<file path="src/rtl/nbt_pkg.sv">
package nbt_pkg;

    typedef enum logic {
        SRC_FLAG   = 1'b0,
        SRC_PARITY = 1'b1
    } ninth_src_e;

    typedef struct packed {
        logic ti;
        logic tb8;
    } flag_state_t;

endpackage

</file>
<file path="src/rtl/nbt_bit_timer.sv">
module nbt_bit_timer #(
    parameter int TICKS_PER_BIT = 16
) (
    input  logic clk,
    input  logic rst_n,
    input  logic run,
    input  logic restart,
    input  logic tick,
    output logic bit_end
);
    localparam int CNT_W = (TICKS_PER_BIT > 1) ? $clog2(TICKS_PER_BIT) : 1;
    localparam logic [CNT_W-1:0] CNT_LAST = CNT_W'(TICKS_PER_BIT - 1);

    logic [CNT_W-1:0] cnt_d, cnt_q;
    logic             end_c;

    always_comb begin
        cnt_d = cnt_q;
        end_c = 1'b0;
        if (restart) begin
            cnt_d = '0;
        end else if (run && tick) begin
            if (cnt_q == CNT_LAST) begin
                cnt_d = '0;
                end_c = 1'b1;
            end else begin
                cnt_d = cnt_q + 1'b1;
            end
        end
    end

    always_ff @(posedge clk or negedge rst_n) begin
        if (!rst_n) cnt_q <= '0;
        else        cnt_q <= cnt_d;
    end

    assign bit_end = end_c;

    // tick count never leaves its bit period
    a_r2_cnt_range: assert property (@(posedge clk) disable iff (!rst_n)
        cnt_q <= CNT_LAST);

    // counter is idle at zero while no frame runs
    a_r2_cnt_idle: assert property (@(posedge clk) disable iff (!rst_n)
        (!run && !restart) |=> $stable(cnt_q));

endmodule

</file>
<file path="src/rtl/nbt_ninth_sel.sv">
module nbt_ninth_sel import nbt_pkg::*; #(
    parameter int DATA_W = 8
) (
    input  logic              mode3,
    input  logic              par_en,
    input  logic              tb8_flag,
    input  logic [DATA_W-1:0] data,
    output logic              ninth
);
    ninth_src_e src;
    logic       even_bit;

    always_comb begin
        even_bit = 1'b0;
        for (int i = 0; i < DATA_W; i++) begin
            even_bit = even_bit ^ data[i];
        end
        src   = (mode3 && par_en) ? SRC_PARITY : SRC_FLAG;
        ninth = (src == SRC_PARITY) ? even_bit : tb8_flag;
    end

endmodule

</file>
<file path="src/rtl/nbt_flag_regs.sv">
module nbt_flag_regs import nbt_pkg::*; (
    input  logic clk,
    input  logic rst_n,
    input  logic stop_begin,
    input  logic frame_done,
    input  logic ti_clr,
    input  logic tb8_wr,
    input  logic tb8_in,
    output logic ti,
    output logic tb8
);
    flag_state_t st_d, st_q;

    always_comb begin
        st_d = st_q;
        if (stop_begin)  st_d.ti = 1'b1;
        else if (ti_clr) st_d.ti = 1'b0;
        if (tb8_wr)          st_d.tb8 = tb8_in;
        else if (frame_done) st_d.tb8 = 1'b0;
    end

    always_ff @(posedge clk or negedge rst_n) begin
        if (!rst_n) st_q <= '0;
        else        st_q <= st_d;
    end

    assign ti  = st_q.ti;
    assign tb8 = st_q.tb8;

    // done flag is sticky until cleared
    a_r10_ti_sticky: assert property (@(posedge clk) disable iff (!rst_n)
        (st_q.ti && !ti_clr) |=> st_q.ti);

    // done flag only rises from the stop-bit start
    a_r6_ti_source: assert property (@(posedge clk) disable iff (!rst_n)
        $rose(st_q.ti) |-> $past(stop_begin));

    // ninth-bit flag only rises through a software load of 1
    a_r9_tb8_source: assert property (@(posedge clk) disable iff (!rst_n)
        $rose(st_q.tb8) |-> $past(tb8_wr && tb8_in));

    // frame end without a load leaves the flag low
    a_r9_tb8_clear: assert property (@(posedge clk) disable iff (!rst_n)
        (frame_done && !tb8_wr) |=> !st_q.tb8);

endmodule

</file>
<file path="src/rtl/nbt_frame_ctrl.sv">
module nbt_frame_ctrl #(
    parameter int DATA_W = 8
) (
    input  logic              clk,
    input  logic              rst_n,
    input  logic              wr_en,
    input  logic [DATA_W-1:0] wr_data,
    input  logic              ninth,
    input  logic              bit_end,
    output logic              accept,
    output logic              busy,
    output logic              txd,
    output logic              stop_begin,
    output logic              frame_done
);
    localparam int SH_W     = DATA_W + 2;
    localparam int LAST_IDX = DATA_W + 2;
    localparam int IDX_W    = $clog2(LAST_IDX + 1);
    localparam logic [IDX_W-1:0] IDX_STOP = IDX_W'(LAST_IDX);
    localparam logic [IDX_W-1:0] IDX_NINE = IDX_W'(LAST_IDX - 1);

    typedef struct packed {
        logic             busy;
        logic             txd;
        logic [SH_W-1:0]  shreg;
        logic [IDX_W-1:0] idx;
    } frm_state_t;

    frm_state_t st_d, st_q;
    logic       acc_c, stop_c, done_c;

    always_comb begin
        st_d   = st_q;
        acc_c  = wr_en && !st_q.busy;
        stop_c = 1'b0;
        done_c = 1'b0;
        if (acc_c) begin
            st_d.busy  = 1'b1;
            st_d.txd   = 1'b0;
            st_d.shreg = {1'b1, ninth, wr_data};
            st_d.idx   = '0;
        end else if (st_q.busy && bit_end) begin
            if (st_q.idx == IDX_STOP) begin
                st_d.busy = 1'b0;
                st_d.txd  = 1'b1;
                st_d.idx  = '0;
                done_c    = 1'b1;
            end else begin
                st_d.txd   = st_q.shreg[0];
                st_d.shreg = {1'b1, st_q.shreg[SH_W-1:1]};
                st_d.idx   = st_q.idx + 1'b1;
                stop_c     = (st_q.idx == IDX_NINE);
            end
        end
    end

    always_ff @(posedge clk or negedge rst_n) begin
        if (!rst_n) begin
            st_q.busy  <= 1'b0;
            st_q.txd   <= 1'b1;
            st_q.shreg <= '1;
            st_q.idx   <= '0;
        end else begin
            st_q <= st_d;
        end
    end

    assign accept     = acc_c;
    assign busy       = st_q.busy;
    assign txd        = st_q.txd;
    assign stop_begin = stop_c;
    assign frame_done = done_c;

    // every frame opens with a low start bit
    a_r2_start_low: assert property (@(posedge clk) disable iff (!rst_n)
        $rose(st_q.busy) |-> !st_q.txd);

    // between bit boundaries nothing moves, writes included
    a_r8_hold_in_bit: assert property (@(posedge clk) disable iff (!rst_n)
        (st_q.busy && !bit_end) |=> ($stable(st_q.txd) && $stable(st_q.idx) && st_q.busy));

    // bit index stays inside the frame
    a_r2_idx_range: assert property (@(posedge clk) disable iff (!rst_n)
        st_q.idx <= IDX_STOP);

endmodule

</file>
<file path="src/rtl/ninebit_tx.sv">
module ninebit_tx #(
    parameter int DATA_W        = 8,
    parameter int TICKS_PER_BIT = 16
) (
    input  logic              clk,
    input  logic              rst_n,
    input  logic              wr_en,
    input  logic [DATA_W-1:0] wr_data,
    input  logic              tb8_wr,
    input  logic              tb8_in,
    input  logic              mode3,
    input  logic              par_en,
    input  logic              baud_tick,
    input  logic              ti_clr,
    output logic              txd,
    output logic              busy,
    output logic              ti,
    output logic              tb8
);
    logic ninth_w, bit_end_w, accept_w, stop_w, done_w;
    logic busy_w, txd_w, ti_w, tb8_w;

    nbt_ninth_sel #(.DATA_W(DATA_W)) u_sel (
        .mode3    (mode3),
        .par_en   (par_en),
        .tb8_flag (tb8_w),
        .data     (wr_data),
        .ninth    (ninth_w)
    );

    nbt_bit_timer #(.TICKS_PER_BIT(TICKS_PER_BIT)) u_timer (
        .clk     (clk),
        .rst_n   (rst_n),
        .run     (busy_w),
        .restart (accept_w),
        .tick    (baud_tick),
        .bit_end (bit_end_w)
    );

    nbt_frame_ctrl #(.DATA_W(DATA_W)) u_frame (
        .clk        (clk),
        .rst_n      (rst_n),
        .wr_en      (wr_en),
        .wr_data    (wr_data),
        .ninth      (ninth_w),
        .bit_end    (bit_end_w),
        .accept     (accept_w),
        .busy       (busy_w),
        .txd        (txd_w),
        .stop_begin (stop_w),
        .frame_done (done_w)
    );

    nbt_flag_regs u_flags (
        .clk        (clk),
        .rst_n      (rst_n),
        .stop_begin (stop_w),
        .frame_done (done_w),
        .ti_clr     (ti_clr),
        .tb8_wr     (tb8_wr),
        .tb8_in     (tb8_in),
        .ti         (ti_w),
        .tb8        (tb8_w)
    );

    assign txd  = txd_w;
    assign busy = busy_w;
    assign ti   = ti_w;
    assign tb8  = tb8_w;

    // line is high whenever no frame runs
    a_r7_idle_high: assert property (@(posedge clk) disable iff (!rst_n)
        !busy |-> txd);

    // done flag rises only while the stop bit is on the line
    a_r6_ti_in_stop: assert property (@(posedge clk) disable iff (!rst_n)
        $rose(ti) |-> (busy && txd));

    // busy falls with the line high
    a_r7_end_high: assert property (@(posedge clk) disable iff (!rst_n)
        $fell(busy) |-> txd);

endmodule

</file>
<file path="config.mk">
export PLATFORM = sky130hd
export DESIGN_NAME = ninebit_tx
export DESIGN_NICKNAME = d
export VERILOG_FILES = /design/src/rtl/nbt_pkg.sv /design/src/rtl/nbt_bit_timer.sv /design/src/rtl/nbt_ninth_sel.sv /design/src/rtl/nbt_flag_regs.sv /design/src/rtl/nbt_frame_ctrl.sv /design/src/rtl/ninebit_tx.sv
export SDC_FILE = /design/constraint.sdc
export NUM_CORES = 1
export LEC_CHECK = 0
export ABC_AREA = 1
export BUFFER_PORTS_ARGS = -buffer_cell sky130_fd_sc_hd__buf_2
export CELL_PAD_IN_SITES_DETAIL_PLACEMENT = 0
export CELL_PAD_IN_SITES_GLOBAL_PLACEMENT = 1
export CORE_ASPECT_RATIO = 0.6
export CORE_UTILIZATION = 42
export DETAILED_ROUTE_END_ITERATION = 12
export GPL_ROUTABILITY_DRIVEN = 0
export GPL_TIMING_DRIVEN = 0
export PLACE_DENSITY = 0.94
export SLEW_MARGIN = 20
export SYNTH_ARGS = -nofsm -noshare
export SYNTH_HDL_FRONTEND = slang
export SYNTH_SLANG_ARGS = --single-unit
</file>
<file path="constraint.sdc">
create_clock -name clk -period 3.93 [get_ports clk]
set_clock_uncertainty 0.2 [all_clocks]
set_input_delay 0.786 -clock clk [delete_from_list [all_inputs] [get_ports clk]]
set_output_delay 0.786 -clock clk [all_outputs]
set_load 0.02 [all_outputs]
</file>
---- Word-level counts from Yosys, hierarchy flattened ----
Index checks and enable logic that the tools add are counted.
operators by class
  add/sub/neg operators ................... 2
  equality and inequality tests ........... 4
  mux-type cells .......................... 24
  bitwise gates (word level) .............. 7
  reduce and logical (&&, ||, !) cells .... 12
operators by type and width
  cell                                          count
  2-to-1 mux 16 bit                             2
  2-to-1 mux 1 bit                              17
  2-to-1 mux 4 bit                              4
  == test 4 bit (second input constant)         3
  2-to-1 mux 10 bit                             1
  nonzero test 2 bit                            5
  adder 4 x 1 -> 4 bit (second input constant)  2
  XOR 1 bit                                     7
  logical AND 1 bit                             4
  AND reduction 2 bit                           2
  != test 2 bit (second input constant)         1
  zero test 1 bit                               1
storage, ports and cells
  register bits ........................... 22
  output and inout bits ................... 4

---- Logic depth before layout (Yosys ltp) ----
  depth after elaboration ................. 9
  gate-level depth with buffers ........... 10

---- Cells and area by module ----
From an unflattened synthesis, not the netlist that was laid out.
second synthesis, totals
  cell total of the unflattened synthesis .. 180
  area total of the unflattened synthesis .. 1265.0 um^2
modules (own cells, without submodules)
  module          times used  cells each  area an instance (um^2)
  nbt_frame_ctrl  1           107         799.5
  nbt_bit_timer   1           33          236.5
  nbt_ninth_sel   1           32          152.6
  nbt_flag_regs   1           8           76.3

---- Worst setup path before layout ----
No wires, ideal clock.
  kind .................................... input to register
  from .................................... input port wr_en
  to ...................................... register u_frame.st_q[9] (netlist bit)
  library setup time ...................... 0.068 ns
  arrival time ............................ 1.657 ns
  data required time ...................... 3.662 ns
  slack ................................... 2.005 ns
  stages .................................. 7
  buffers on the path ..................... 1
  cell sequence ........................... inv_1 -> nor2_2 -> inv_1 -> a31oi_4 -> buf_6 -> nor2_2 -> a21oi_2
on the way
  cells in the longest elaborated chain, start to end .. 5
  elaborated cells between the ends (all ways) .. 7
  those cells by class .................... 1 x eq/ne; 2 x mux; 4 x reduce/logical
RTL lines
  element                        line                  source
  start, declared                ninebit_tx.sv:7       input logic wr_en,
  logical AND 1 bit *            nbt_frame_ctrl.sv:34  acc_c = wr_en && !st_q.busy;
  2-to-1 mux 1 bit               nbt_bit_timer.sv:20   if (restart) begin
  logical AND 1 bit              nbt_frame_ctrl.sv:42  end else if (st_q.busy && bit_end) begin
  nonzero test 2 bit (no line)   --
  AND reduction 2 bit (no line)  --
  end signal, assigned           nbt_frame_ctrl.sv:64  st_q <= st_d;
  end, declared                  nbt_frame_ctrl.sv:29  frm_state_t st_d, st_q;
Every way passes the cells marked *; elsewhere a longest branch is shown, timed or not.
A chain may end at the register's enable or synchronous reset.

---- Worst setup path after layout ----
Same ends and word-level chain as after synthesis.

==> summary.md <==
| Metric | Value |
|---|---|
| Top cells by area, synth | dfrtp_1 24%, dfstp_2 23%, nand2_1 9.4% |
| Die width | 69.62 um |
| Row count | 14 |
| Area of the mapped netlist | 1152 sq um |
| Worst path buffer plus inverter count | 4 |
| XOR/XNOR Fraction of Synth Area | 1.520% |
| Headroom to the max-slew limit | 68.83% |
| Number of fill cells | 242 |
| Max Buffers Root-to-Sink | 2 |
| CP Cell Sequence | buf_2 > inv_1 > nor2_2 > inv_1 > a31oi_4 > buf_6 > nor2_2 > a21oi_2 |
| Clock-pin slew on the worst setup and hold paths | 0.07 ns |
| Vias/cell | 4.935 |
| Worst Tran Pin Value | 0.4675 ns |
| Worst skew pair latency | 0.26 ns |
| Sequential share of the synthesized area | 46.69% |
| Critical Path Start Type | input port |
| Fraction of layout instances using a drive strength above 1 | 25.44% |
| Final WL | 2226 um |
| CTS sink count | 21 |
| Synth top area share | 23.89% |
| Pleak | 0.0006621 uW |
| Synthesis Warnings | 0 |
| Sum Neg Setup Slack | 0 ns |
| Syn_area_per_cell | 7.947 sq um |
| RSZ-0062 raised after global routing | false |
| Final setup margin | 1.909 ns |
| Largest family of logic cells by synthesized area | simple AND/OR/NAND/NOR gates |
| Root Buffer | clkbuf_8 |
| Final Cycle Share | 51.42% |
| Reg2reg setup slack | 2.06 ns |
| Final Max Slew Viols | 0 |
| Mux cell area share after synthesis | 0% |
| Met2 Use GR | 28.74% |
| Hold-fix buffers, CTS | 0 |
| Post-DP HPWL | 1724 um |
| Worst setup EP type | flop |
| Initial antenna violation count | 0 |
| Die area | 2964 sq um |
| Input/output buffers | 20 |
| Post-synthesis compound-gate area fraction | 17.37% |
| Synthesized Nets | 163 |
| Synthesized instance count | 145 |
| Multi-input logic area | 509.2 sq um |
| Vias | 992 |
| DR DRC count | 0 |
| Asr flop ratio synth | 100.0% |
| Layout Utilization | 52.30% |
| Final setup viols | 0 |
| Shortest period the worst path allows | 2.021 ns |
| First DRT Iteration DRCs | 67 |
| Count of cell types in the netlist | 25 |
| EDFF count, synth | 0 |
| Critical Path Fanout Max | 10 |
| Slowest cell on crit path | nor2_2 |
| Pwr Density | 544.1 nW/um^2 |
| Worst slack at placement | 1.649 ns |
| Top delay family on crit path | buffers and inverters |
| Worst R2R Path Depth | 8 |
| TritonCTS clock tree | built |
| Status | finished clean |
| ANT nets after route | 0 |
| Non-Filler Instances | 201 |
| FF/Latch Area | 538.0 sq um |
| Design area | 1338 sq um |
| Pre-Repair DR Iteration Count | 4 |
| CP Data Required Time | 3.93 ns |
| Post-CTS Setup Bufs | 0 |
| Fmax | 0.4949 GHz |
| Final net count | 188 |
| Global route overflow | 0 |
| Commonest non-fill, non-tap cell in the layout | nand2_1 |
| CTS HTree Levels | 1 |
| Most Crowded Layer GR | met2 |
| Met3 GRT Util | 5.769% |
| Simple-gate share of the synthesized area | 24.21% |
| Placed cells | 197 |
| IO Pins | 21 |
| Worst r2r dst | u_frame.st_q[9] |
| FF+latch count, synth | 21 |
| Worst reg2reg startpoint | u_timer.cnt_q[0] |
| Cell taking the most area after synthesis | dfrtp_1 |
| Hold Path Class | in2async |
| Ant. Diodes | 0 |
| Largest net degree at the start of global routing | 22 |
| Max-cap violations | 0 |
| Most used DFF post-synth | dfrtp_1 |
| CP max stage delay | 0.31 ns |
| Final hold vios | 0 |
| WL per Instance | 11.07 um |
| Resized cells post-CTS | 0 |
| Die Height | 42.58 um |
| Num CTS Buffers | 3 |
| Crit path arrival time | 2.02 ns |
| VDD IR max | 0.2835 mV |
| Area Growth Syn to Fin | 16.07% |
| Synth Area in Adders | 1.086% |
| Setup CP Type | in2reg |
| First-pass GRT wire length | 3988 um |
| Gr usage total | 17.51% |
| Initial Utilization | 45.06% |
| Most frequent cells in the layout | 29 x nand2_1, 22 x inv_1, 20 x buf_2 |
| Core footprint | 2557 sq um |
| Cell Area, Placed | 1292 sq um |
| Vias in the first global route | 928 |
| GR Util met1 | 23.36% |
[power by group]
| part | switching (uW) | internal, uW | total (uW) |
|---|---|---|---|
| Combinational | 106 | 92.2 | 198 |
| Clock | 70.3 | 72.3 | 143 |
| Sequential | 53.7 | 333 | 387 |
| Total | 230 | 498 | 728 |
[logic make-up after synthesis]
logic type,count (synthesis)
simple gates,64
flops,21
buf+inv,25
compound gates,32
xor+xnor,2
fa+ha+maj,1
[registers in the layout, summed over array words and instances, names as in the netlist]
signal / cells
u_flags.tb8: 1
u_flags.ti: 1
u_frame.busy: 1
u_frame.st_q: 13
u_frame.txd: 1
u_timer.cnt_q: 4
[per-stage QoR]
stage          power [uW]  hold slack (ns)
2_1_floorplan       535.8           0.2581
3_3_place_gp        576.9           0.2660
3_5_place_dp        590.8           0.2760
4_1_cts             734.5           0.2870
5_1_grt             783.2           0.2983
6_report            727.8           0.2683
[worst register-to-register path: stages, from the launching register on]
cell and delay [ns]:
dfrtp_1 0.41, ha_1 0.22, nand3_2 0.11, nor2_4 0.15
nor2_2 0.07, a31oi_4 0.30, buf_6 0.20, nor2_2 0.05
a21oi_2 0.10
[layer usage]
layer	routed length (um)	vias up	share of wire, %
met3	108	0	4.9
met1	1142	454	51
met5	0	-	0
li1	-	519	-
met2	975	19	44
met4	0	0	0
[synthesized netlist by cell type (2+ instances only)]
master   count
xnor2_1      2
dfrtp_1     11
nor2_2       3
o21a_1       3
nand2_1     29
dfstp_2     10
a31oi_1      2
a21oi_1      8
inv_1       22
nand3_1      8
nor2_1      19
o21ai_0     14
nand4_1      2
[how the worst max path moves through the flow]
stage | start | to | depth (start not counted)
2_1_floorplan | wr_en | u_frame.st_q[9] | 7
3_3_place_gp | wr_en | u_frame.st_q[9] | 8
3_5_place_dp | wr_en | u_frame.st_q[9] | 8
4_1_cts | wr_en | u_frame.st_q[9] | 8
5_1_grt | wr_en | u_frame.st_q[9] | 8
6_report | wr_en | u_frame.st_q[9] | 8
[cell type report]
type | instances | share of cell area, %
Buffer | 3 | 1.684
Clock buffer | 4 | 3.368
Inverter | 22 | 6.174
Multi-Input combinational cell | 99 | 38.07
Sequential cell | 21 | 40.22
Tap cell | 32 | 2.993
Timing Repair Buffer | 20 | 7.484
Note: power is estimated with default switching activity, not from simulation.
